<file path="src/rtl/alm_pkg.sv">
package alm_pkg;
  typedef enum logic [1:0] {
    ALM_MODE_DIRECT   = 2'b00,
    ALM_MODE_OPTICAL  = 2'b01,
    ALM_MODE_PARALLEL = 2'b10,
    ALM_MODE_ALT      = 2'b11
  } alm_mode_e;
endpackage

</file>
<file path="src/rtl/alm_cond_sync.sv">
module alm_cond_sync #(
  parameter int W         = 16,
  parameter int EVENT_LSB = 9
) (
  input  logic         clk,
  input  logic         rst,
  input  logic [W-1:0] cond_i,
  input  logic [W-1:0] level_mask,
  input  logic [W-1:0] vis_mask,
  output logic [W-1:0] cond_q,
  output logic [W-1:0] trans_o
);
  always_ff @(posedge clk) begin
    if (rst) cond_q <= '0;
    else     cond_q <= cond_i;
  end

  for (genvar i = 0; i < W; i++) begin : g_bit
    logic rise_w, any_w;
    assign rise_w = cond_i[i] & ~cond_q[i];
    assign any_w  = cond_i[i] ^ cond_q[i];
    if (i < EVENT_LSB) begin : g_level
      // lower group is always level-sensitive
      logic unused_lvl;
      assign unused_lvl = level_mask[i] | rise_w;
      assign trans_o[i] = vis_mask[i] & any_w;
    end else begin : g_sel
      assign trans_o[i] = vis_mask[i] & (level_mask[i] ? any_w : rise_w);
    end
  end
endmodule

</file>
<file path="src/rtl/alm_pend_bank.sv">
module alm_pend_bank #(
  parameter int W = 16
) (
  input  logic         clk,
  input  logic         rst,
  input  logic [W-1:0] set_i,
  input  logic         rd_clr_i,
  input  logic [W-1:0] vis_mask,
  output logic [W-1:0] pend_d,
  output logic [W-1:0] pend_q
);
  for (genvar i = 0; i < W; i++) begin : g_latch
    // a set on the read cycle wins over the clear
    assign pend_d[i] = vis_mask[i] & (set_i[i] | (pend_q[i] & ~rd_clr_i));
    always_ff @(posedge clk) begin
      if (rst) pend_q[i] <= 1'b0;
      else     pend_q[i] <= pend_d[i];
    end
  end
endmodule

</file>
<file path="src/rtl/alm_reg_if.sv">
module alm_reg_if #(
  parameter int          W         = 16,
  parameter int          ADDR_W    = 8,
  parameter logic [ADDR_W-1:0] STAT_ADDR = 8'h38,
  parameter logic [ADDR_W-1:0] EN_ADDR   = 8'h3A
) (
  input  logic              clk,
  input  logic              rst,
  input  logic              rd_en,
  input  logic              wr_en,
  input  logic [ADDR_W-1:0] addr,
  input  logic [W-1:0]      wdata,
  input  logic [W-1:0]      stat_view,
  output logic [W-1:0]      en_d,
  output logic [W-1:0]      en_q,
  output logic              rd_stat,
  output logic [W-1:0]      rdata_o
);
  logic hit_stat, hit_en;
  logic [W-1:0] rd_mux;

  assign hit_stat = (addr == STAT_ADDR);
  assign hit_en   = (addr == EN_ADDR);
  assign rd_stat  = rd_en & hit_stat;
  assign en_d     = (wr_en & hit_en) ? wdata : en_q;

  always_comb begin
    rd_mux = '0;
    if (hit_stat)    rd_mux = stat_view;
    else if (hit_en) rd_mux = en_q;
  end

  always_ff @(posedge clk) begin
    if (rst) begin
      en_q    <= '0;
      rdata_o <= '0;
    end else begin
      en_q <= en_d;
      if (rd_en) rdata_o <= rd_mux;
    end
  end
endmodule

</file>
<file path="src/rtl/alm_irq_gen.sv">
module alm_irq_gen #(
  parameter int W = 16
) (
  input  logic         clk,
  input  logic         rst,
  input  logic [W-1:0] pend_d,
  input  logic [W-1:0] en_d,
  output logic         irq_o
);
  always_ff @(posedge clk) begin
    if (rst) irq_o <= 1'b0;
    else     irq_o <= |(pend_d & en_d);
  end
endmodule

</file>
<file path="src/rtl/line_alarm_status.sv">
module line_alarm_status
  import alm_pkg::*;
#(
  parameter int                W          = 16,
  parameter int                EVENT_LSB  = 9,
  parameter int                LOSS_BIT   = 8,
  parameter int                ADDR_W     = 8,
  parameter logic [ADDR_W-1:0] STAT_ADDR  = 8'h38,
  parameter logic [ADDR_W-1:0] EN_ADDR    = 8'h3A,
  parameter logic [W-1:0]      OPT_LEVEL  = 16'h3200
) (
  input  logic              clk,
  input  logic              rst,
  input  logic [W-1:0]      cond_i,
  input  logic [1:0]        mode_i,
  input  logic              rd_en,
  input  logic              wr_en,
  input  logic [ADDR_W-1:0] addr,
  input  logic [W-1:0]      wdata,
  output logic [W-1:0]      rdata_o,
  output logic              irq_o
);
  localparam logic [W-1:0] BASE_LEVEL = W'((64'd1 << EVENT_LSB) - 64'd1);
  localparam logic [W-1:0] LOSS_ONLY  = W'(64'd1 << LOSS_BIT);

  alm_mode_e     mode;
  logic [W-1:0]  level_mask, vis_mask;
  logic [W-1:0]  cond_q, trans, pend_d, pend_q, en_d, en_q, stat_view;
  logic          rd_stat;

  assign mode = alm_mode_e'(mode_i);

  always_comb begin
    level_mask = BASE_LEVEL;
    vis_mask   = '1;
    case (mode)
      ALM_MODE_OPTICAL:  level_mask = BASE_LEVEL | OPT_LEVEL;
      ALM_MODE_PARALLEL: vis_mask   = LOSS_ONLY;
      default: ;
    endcase
  end

  alm_cond_sync #(.W(W), .EVENT_LSB(EVENT_LSB)) u_sync (
    .clk(clk), .rst(rst), .cond_i(cond_i), .level_mask(level_mask),
    .vis_mask(vis_mask), .cond_q(cond_q), .trans_o(trans)
  );

  alm_pend_bank #(.W(W)) u_pend (
    .clk(clk), .rst(rst), .set_i(trans), .rd_clr_i(rd_stat),
    .vis_mask(vis_mask), .pend_d(pend_d), .pend_q(pend_q)
  );

  assign stat_view = (cond_q & vis_mask) | pend_q;

  alm_reg_if #(.W(W), .ADDR_W(ADDR_W), .STAT_ADDR(STAT_ADDR), .EN_ADDR(EN_ADDR)) u_regs (
    .clk(clk), .rst(rst), .rd_en(rd_en), .wr_en(wr_en), .addr(addr),
    .wdata(wdata), .stat_view(stat_view), .en_d(en_d), .en_q(en_q),
    .rd_stat(rd_stat), .rdata_o(rdata_o)
  );

  alm_irq_gen #(.W(W)) u_irq (
    .clk(clk), .rst(rst), .pend_d(pend_d), .en_d(en_d), .irq_o(irq_o)
  );
endmodule

</file>
<file path="config.mk">
export PLATFORM = sky130hd
export DESIGN_NAME = line_alarm_status
export DESIGN_NICKNAME = d
export VERILOG_FILES = /design/src/rtl/alm_pkg.sv /design/src/rtl/alm_cond_sync.sv /design/src/rtl/alm_pend_bank.sv /design/src/rtl/alm_reg_if.sv /design/src/rtl/alm_irq_gen.sv /design/src/rtl/line_alarm_status.sv
export SDC_FILE = /design/constraint.sdc
export NUM_CORES = 1
export LEC_CHECK = 0
export BUFFER_PORTS_ARGS = -buffer_cell sky130_fd_sc_hd__buf_2
export CAP_MARGIN = 25
export CORE_UTILIZATION = 53
export DETAILED_ROUTE_END_ITERATION = 8
export HOLD_SLACK_MARGIN = 0.05
export PLACE_DENSITY = 0.89
export SYNTH_ARGS = -nofsm -noshare
export SYNTH_HDL_FRONTEND = slang
export SYNTH_SLANG_ARGS = --single-unit
</file>
<file path="constraint.sdc">
create_clock -name clk -period 2.7 [get_ports clk]
set_clock_uncertainty 0.05 [all_clocks]
set_input_delay 0.405 -clock clk [delete_from_list [all_inputs] [get_ports clk]]
set_output_delay 0.405 -clock clk [all_outputs]
set_load 0.005 [all_outputs]
</file>
==> results.py, run 1 <==
metrics = {
    "timing": {
        "setup_violations": 0,
        "tns_ns": 0,
        "clock.fmax_ghz": 0.429,
        "maxSlewViolCount": 0,
        "tightest_slew_ns": 0.572,
        "setup_slack_ns": 0.371,
        "slew_headroom_pct": 61.9,
        "timing.hold.ws_ns": 0.248,
        "final_hold_viol_count": 0,
        "period_minus_slack_ns": 2.33,
        "grt_setup_unrepaired": "false",
        "fin_crit_sh_pct": 86.2,
    },
    "floorplan": {
        "row_count": 25,
        "dieArea_sq_mm": 0.00547,
        "initial_core_util_pct": 56.6,
        "ios": 63,
        "die_h_um": 74.0,
        "die_w_um": 74.0,
        "core_sq_mm": 0.00485,
    },
    "finish": {
        "finish.utilization_pct": 68.7,
        "final_cell_count_no_fill": 435,
        "final_nets": 412,
        "nFillCells": 369,
        "layout-area-overhead-vs-synth_pct": 21.2,
        "drive_gt1_share_pct": 25.0,
        "antenna_cells": 0,
    },
    "critical_path": {
        "worstPathMaxFanout": 8,
        "critPathRequiredTime_ns": 2.86,
        "slowest_stage": "or3b_1",
        "slowest_delay_ns": 0.45,
        "endpoint_kind": "flip-flop",
        "path_depth": 8,
        "cp_cell_sequence": "buf_2 > or3b_1 > buf_4 > o31ai_1 > a221oi_1 > a2111oi_2 > nor4bb_1 > a31oi_1",
        "critical_path_class": "input pin to flip-flop",
        "rr_worst_depth": 8,
        "worstPathArrival_ns": 2.49,
        "critPathLaunchType": "input pin",
        "cp_num_buf_inv": 2,
        "crit_family": "compound AO/OA/AOI/OAI gates",
    },
    "synth": {
        "synthCells": 300,
        "syn_nets": 349,
        "synth_ff_type": "dfxtp_1",
        "synth_edf_count": 0,
        "ys_ff_latch": 65,
        "synth-async-reset-ratio_pct": 0,
        "yosysSeqAreaShare_pct": 47.4,
        "syn_avg_cell_area_sq_um": 9.15,
        "yosysWarnings": 0,
        "syn_area_sq_mm": 0.00275,
        "synth.distinct_cells": 40,
    },
    "global_routing": {
        "grt_max_degree": 33,
        "grt_pass1_wl_um": 11000,
        "overflow": 0,
        "grt_pass1_vias": 2263,
        "grt.total_usage_pct": 27.2,
        "antenna_found_initial": 0,
    },
    "routing": {
        "ant_nets": 0,
        "wl_per_cell_um": 15.8,
        "via_per_inst": 5.61,
        "dr.pass1.iters": 5,
        "via_count": 2440,
        "route.detailed.drc": 0,
        "drt_wl_total_um": 6880,
        "drt_iter0_drc": 269,
    },
    "place": {
        "io_buffers": 62,
        "dp_hpwl_um": 5000,
        "dp.cells": 419,
        "pre_cts_slack_ns": 0.0607,
        "place_congestion": 0.857,
    },
    "cts": {
        "worstSkewPairLatency_ns": 0.34,
        "clk_path_buf_depth": 2,
        "cts_buffers": 9,
        "path_clk_slew_ns": 0.08,
        "cts_num_sinks": 65,
        "cts_repair_resize_count": 0,
        "htreeDepth": 3,
        "cts_tree": "done",
        "hold_buffers": 0,
        "clockRootBuffer": "clkbuf_8",
        "postCtsSetupBuffers": 0,
    },
    "hold_path": {
        "hp-class": "input pin to flip-flop",
        "holdPathStages": 2,
    },
    "power_and_ir_drop": {
        "p_per_area_mw_per_mm2": 658,
        "ir_drop_mv": 0.373,
        "leakage_nw": 1.36,
    },
    "run": {
        "maxCapViolations": 0,
    },
    "run_status": {
        "status": "finished, final reports clean",
    },
}
sequential cells by signal, indices dropped and copies added (netlist names):
name	cells
u_irq.irq_o	1
u_pend.pend_q	16
u_regs.en_q	16
u_regs.rdata_o	16
u_sync.cond_q	16
synthesized netlist by cell type (2+ instances only):
cell	instances	area (sq um)
nand3_1	4	20.0
o22ai_1	4	25.0
ha_1	3	37.5
a21oi_1	33	165
nor2_1	53	199
nand4_1	3	18.8
dfxtp_1	65	1300
xnor2_1	4	35.0
nand2b_1	4	25.0
nor4bb_1	2	20.0
clkbuf_8	2	27.5
buf_4	2	15.0
mux2_2	2	22.5
nand2_1	9	33.8
a221oi_1	15	131
xor2_1	5	43.8
nand3b_1	2	15.0
clkbuf_1	11	41.3
a31oi_1	4	25.0
nor2b_1	23	144
buf_6	3	33.8
o21ai_0	7	35.0
inv_1	4	15.0
a211oi_1	3	22.5
mux2i_1	11	110
nor3b_1	2	15.0
o31ai_1	7	52.6
report_power, final:
part,switching [mW],internal (mW)
clock network,0.374,0.618
logic,0.107,0.0780
registers,0.0200,0.993
final timing paths:
kind	slack [ns]	to	startpoint
setup / recovery	0.37	u_irq.irq_o	addr[0]
setup reg to reg	0.63	u_irq.irq_o	u_sync.cond_q[12]
hold reg to reg	0.43	u_regs.rdata_o[1]	u_regs.rdata_o[1]
hold / removal	0.25	u_sync.cond_q[14]	cond_i[14]
per-stage QoR:
stage | total power, mW | instance area (sq um)
finish | 2.19 | 3330
global route | 2.27 | 3330
CTS | 2.20 | 3330
detailed placement | 1.21 | 3090
global placement | 1.21 | 3090
floorplan | 1.14 | 2750
area by class of cell:
class / count / area (sq um) / share of cell area [%]
multi-input cells: 212 / 1310 / 39.3
flip-flops and latches: 65 / 1300 / 39.1
repair buffers: 71 / 378 / 11.3
clock buffers: 10 / 128 / 3.83
clock inverters: 6 / 116 / 3.49
well taps: 67 / 83.8 / 2.52
inverters: 4 / 15.0 / 0.451
cell families after synthesis:
| kind of cell | share of synthesized area (%) |
|---|---|
| AO/OA/AOI/OAI | 18.2 |
| XOR/XNOR | 2.87 |
| adder cells (fa/ha/maj) | 1.37 |
| buffers and inverters | 5.01 |
| flip-flops | 47.4 |
| multiplexers | 4.83 |
| AND/OR/NAND/NOR | 20.3 |
routing by layer:
metal  track usage, %  vias to the layer above  part of all wire (%)
li1                 -                     1192                     -
met1             37.9                     1120                    46
met2             42.5                      120                    47
met3             3.66                        8                   6.3
met4             11.3                        0                   1.1
met5                0                        -                     0
cell usage in the layout, fill, tap and decap left out, drive strengths merged, types with 5 or more instances in the layout:
cell	count
buf	71
dfxtp	65
nor2	53
a21oi	33
nor2b	23
a221oi	15
mux2i	11
clkbuf	10
nand2	9
o21ai	7
o31ai	7
xor2	5
a31oi	5
Note: power is estimated with default switching activity, not from simulation.
==> run 2: changes to the inputs <==
--- a/config.mk
+++ b/config.mk
@@ -5,12 +5,13 @@
 export SDC_FILE = /design/constraint.sdc
 export NUM_CORES = 1
 export LEC_CHECK = 0
-export BUFFER_PORTS_ARGS = -buffer_cell sky130_fd_sc_hd__buf_2
 export CAP_MARGIN = 25
-export CORE_UTILIZATION = 53
+export CORE_MARGIN = 4
+export CORE_UTILIZATION = 60
 export DETAILED_ROUTE_END_ITERATION = 8
+export DONT_BUFFER_PORTS = 1
 export HOLD_SLACK_MARGIN = 0.05
-export PLACE_DENSITY = 0.89
+export PLACE_DENSITY = 0.86
 export SYNTH_ARGS = -nofsm -noshare
 export SYNTH_HDL_FRONTEND = slang
 export SYNTH_SLANG_ARGS = --single-unit
==> run 2 against run 1 <==
  * Global-route usage is 3.6 points lower
  * Via count decreased by 12%
  * Largest power group unchanged
  * Combinational power is 34% lower
==> results.py, run 2 (synthesis gave the netlist of run 1 again) <==
metrics = {
    "routing": {
        "drt_wl_total_um": 6330,
        "wl_per_cell_um": 17.8,
        "drt_iter0_drc": 224,
        "via_per_inst": 6.08,
        "dr.pass1.iters": 4,
        "route.detailed.drc": 0,
        "ant_nets": 0,
        "via_count": 2157,
    },
    "place": {
        "io_buffers": 0,
        "pre_cts_slack_ns": 0.126,
        "place_congestion": 0.851,
        "dp_hpwl_um": 4410,
    },
    "global_routing": {
        "antenna_found_initial": 0,
        "grt_max_degree": 61,
        "overflow": 0,
        "grt_pass1_wl_um": 9890,
        "grt.total_usage_pct": 23.6,
        "grt_pass1_vias": 2035,
    },
    "cts": {
        "cts_tree": "done",
        "cts_num_sinks": 65,
        "clk_path_buf_depth": 2,
        "clockRootBuffer": "clkbuf_8",
        "postCtsSetupBuffers": 0,
        "htreeDepth": 3,
        "cts_repair_resize_count": 0,
        "cts_buffers": 9,
        "path_clk_slew_ns": 0.07,
        "worstSkewPairLatency_ns": 0.35,
        "hold_buffers": 0,
    },
    "finish": {
        "final_nets": 347,
        "antenna_cells": 0,
        "final_common_cell": "dfxtp_1",
        "final_cell_mix": "dfxtp_1, nor2_1, a21oi_1, nor2b_1, a221oi_1",
        "drive_gt1_share_pct": 8.91,
        "layout-area-overhead-vs-synth_pct": 7.97,
    },
    "floorplan": {
        "dieArea_sq_mm": 0.00572,
        "die_h_um": 75.7,
        "core_sq_mm": 0.00438,
        "row_count": 24,
        "die_w_um": 75.7,
        "ios": 63,
        "initial_core_util_pct": 62.6,
    },
    "critical_path": {
        "slowest_stage": "or3b_1",
        "path_depth": 6,
        "cp_cell_sequence": "or3b_1 > nor3_4 > mux2_2 > a2111oi_2 > nor4bb_1 > a31oi_1",
        "worstPathArrival_ns": 2.38,
        "critPathLaunchType": "input pin",
        "endpoint_kind": "flip-flop",
        "critical_path_class": "input pin to flip-flop",
        "crit_family": "simple AND/OR/NAND/NOR gates",
        "cp_num_buf_inv": 0,
        "critPathRequiredTime_ns": 2.88,
        "rr_worst_depth": 7,
        "slowest_delay_ns": 0.55,
        "worstPathMaxFanout": 10,
    },
    "power_and_ir_drop": {
        "swShare_pct": 23.2,
        "intPower_mw": 1.57,
        "power.total_mw": 2.04,
        "ir_drop_mv": 0.385,
        "net-switching-power_mw": 0.473,
        "p_comb_share_pct": 6.0,
        "p_per_area_mw_per_mm2": 689,
        "power_frac_seq_pct": 49.5,
        "clkPwrFrac_pct": 44.4,
        "leakage_nw": 1.06,
    },
    "run_status": {
        "status": "finished, final reports clean",
    },
    "hold_path": {
        "hp-class": "input pin to flip-flop",
        "holdPathStages": 1,
    },
    "timing": {
        "period_minus_slack_ns": 2.20,
        "maxSlewViolCount": 0,
        "setup_slack_ns": 0.501,
        "tns_ns": 0,
        "final_hold_viol_count": 0,
        "slew_headroom_pct": 65.1,
        "fin_crit_sh_pct": 81.4,
        "grt_setup_unrepaired": "false",
        "setup_violations": 0,
        "tightest_slew_ns": 0.523,
        "clock.fmax_ghz": 0.455,
    },
    "run": {
        "maxCapViolations": 0,
    },
}
[run 2: cell type report]
type	instances	area [sq um]
fillers	347	1420
multi-input cells	212	1310
flip-flops and latches	65	1300
clock buffers	10	128
clock inverters	6	91.3
well taps	52	65.1
repair buffers	6	57.6
inverters	4	15.0
[run 2: worst reg2reg max path: stages (launching register included)]
cell	delay, ns
dfxtp_1	0.36
inv_1	0.05
ha_1	0.17
o21ai_0	0.31
a221oi_1	0.17
a2111oi_2	0.38
nor4bb_1	0.33
a31oi_1	0.11
[run 2: worst paths after layout]
kind / start / end / slack, ns
setup / recovery: addr[0] / u_irq.irq_o / 0.50
setup reg to reg: u_sync.cond_q[12] / u_irq.irq_o / 0.66
hold reg to reg: u_regs.rdata_o[4] / u_regs.rdata_o[4] / 0.43
hold / removal: rst / u_sync.cond_q[6] / 0.07
[run 2: through the flow]
step                      hold slack, ns  area, sq um  util [%]  cells
after CTS                         0.0570         2970      67.6    355
after detailed placement           0.421         2750      62.6    339
after floorplan                    0.407         2750         -    300
after global routing              0.0552         2970      67.6    355
after global placement             0.416         2750      62.6    339
final                             0.0706         2970      67.6    355
[run 2: power groups by stage]
stage                     clock, mW  sequential, mW  combinational, mW
after CTS                     0.920            1.01              0.122
after global placement            0            1.03              0.118
final                         0.907            1.01              0.123
after detailed placement          0            1.03              0.120
after floorplan                   0            1.03              0.115
after global routing          0.964            1.01              0.140
[run 2: per-layer routing]
layer | part of all wire [%] | up-vias | track usage, %
li1 | - | 1061 | -
met1 | 42 | 1005 | 31.5
met2 | 46 | 79 | 33.7
met3 | 10 | 12 | 9.63
met4 | 1.8 | 0 | 10.1
met5 | 0 | - | 0
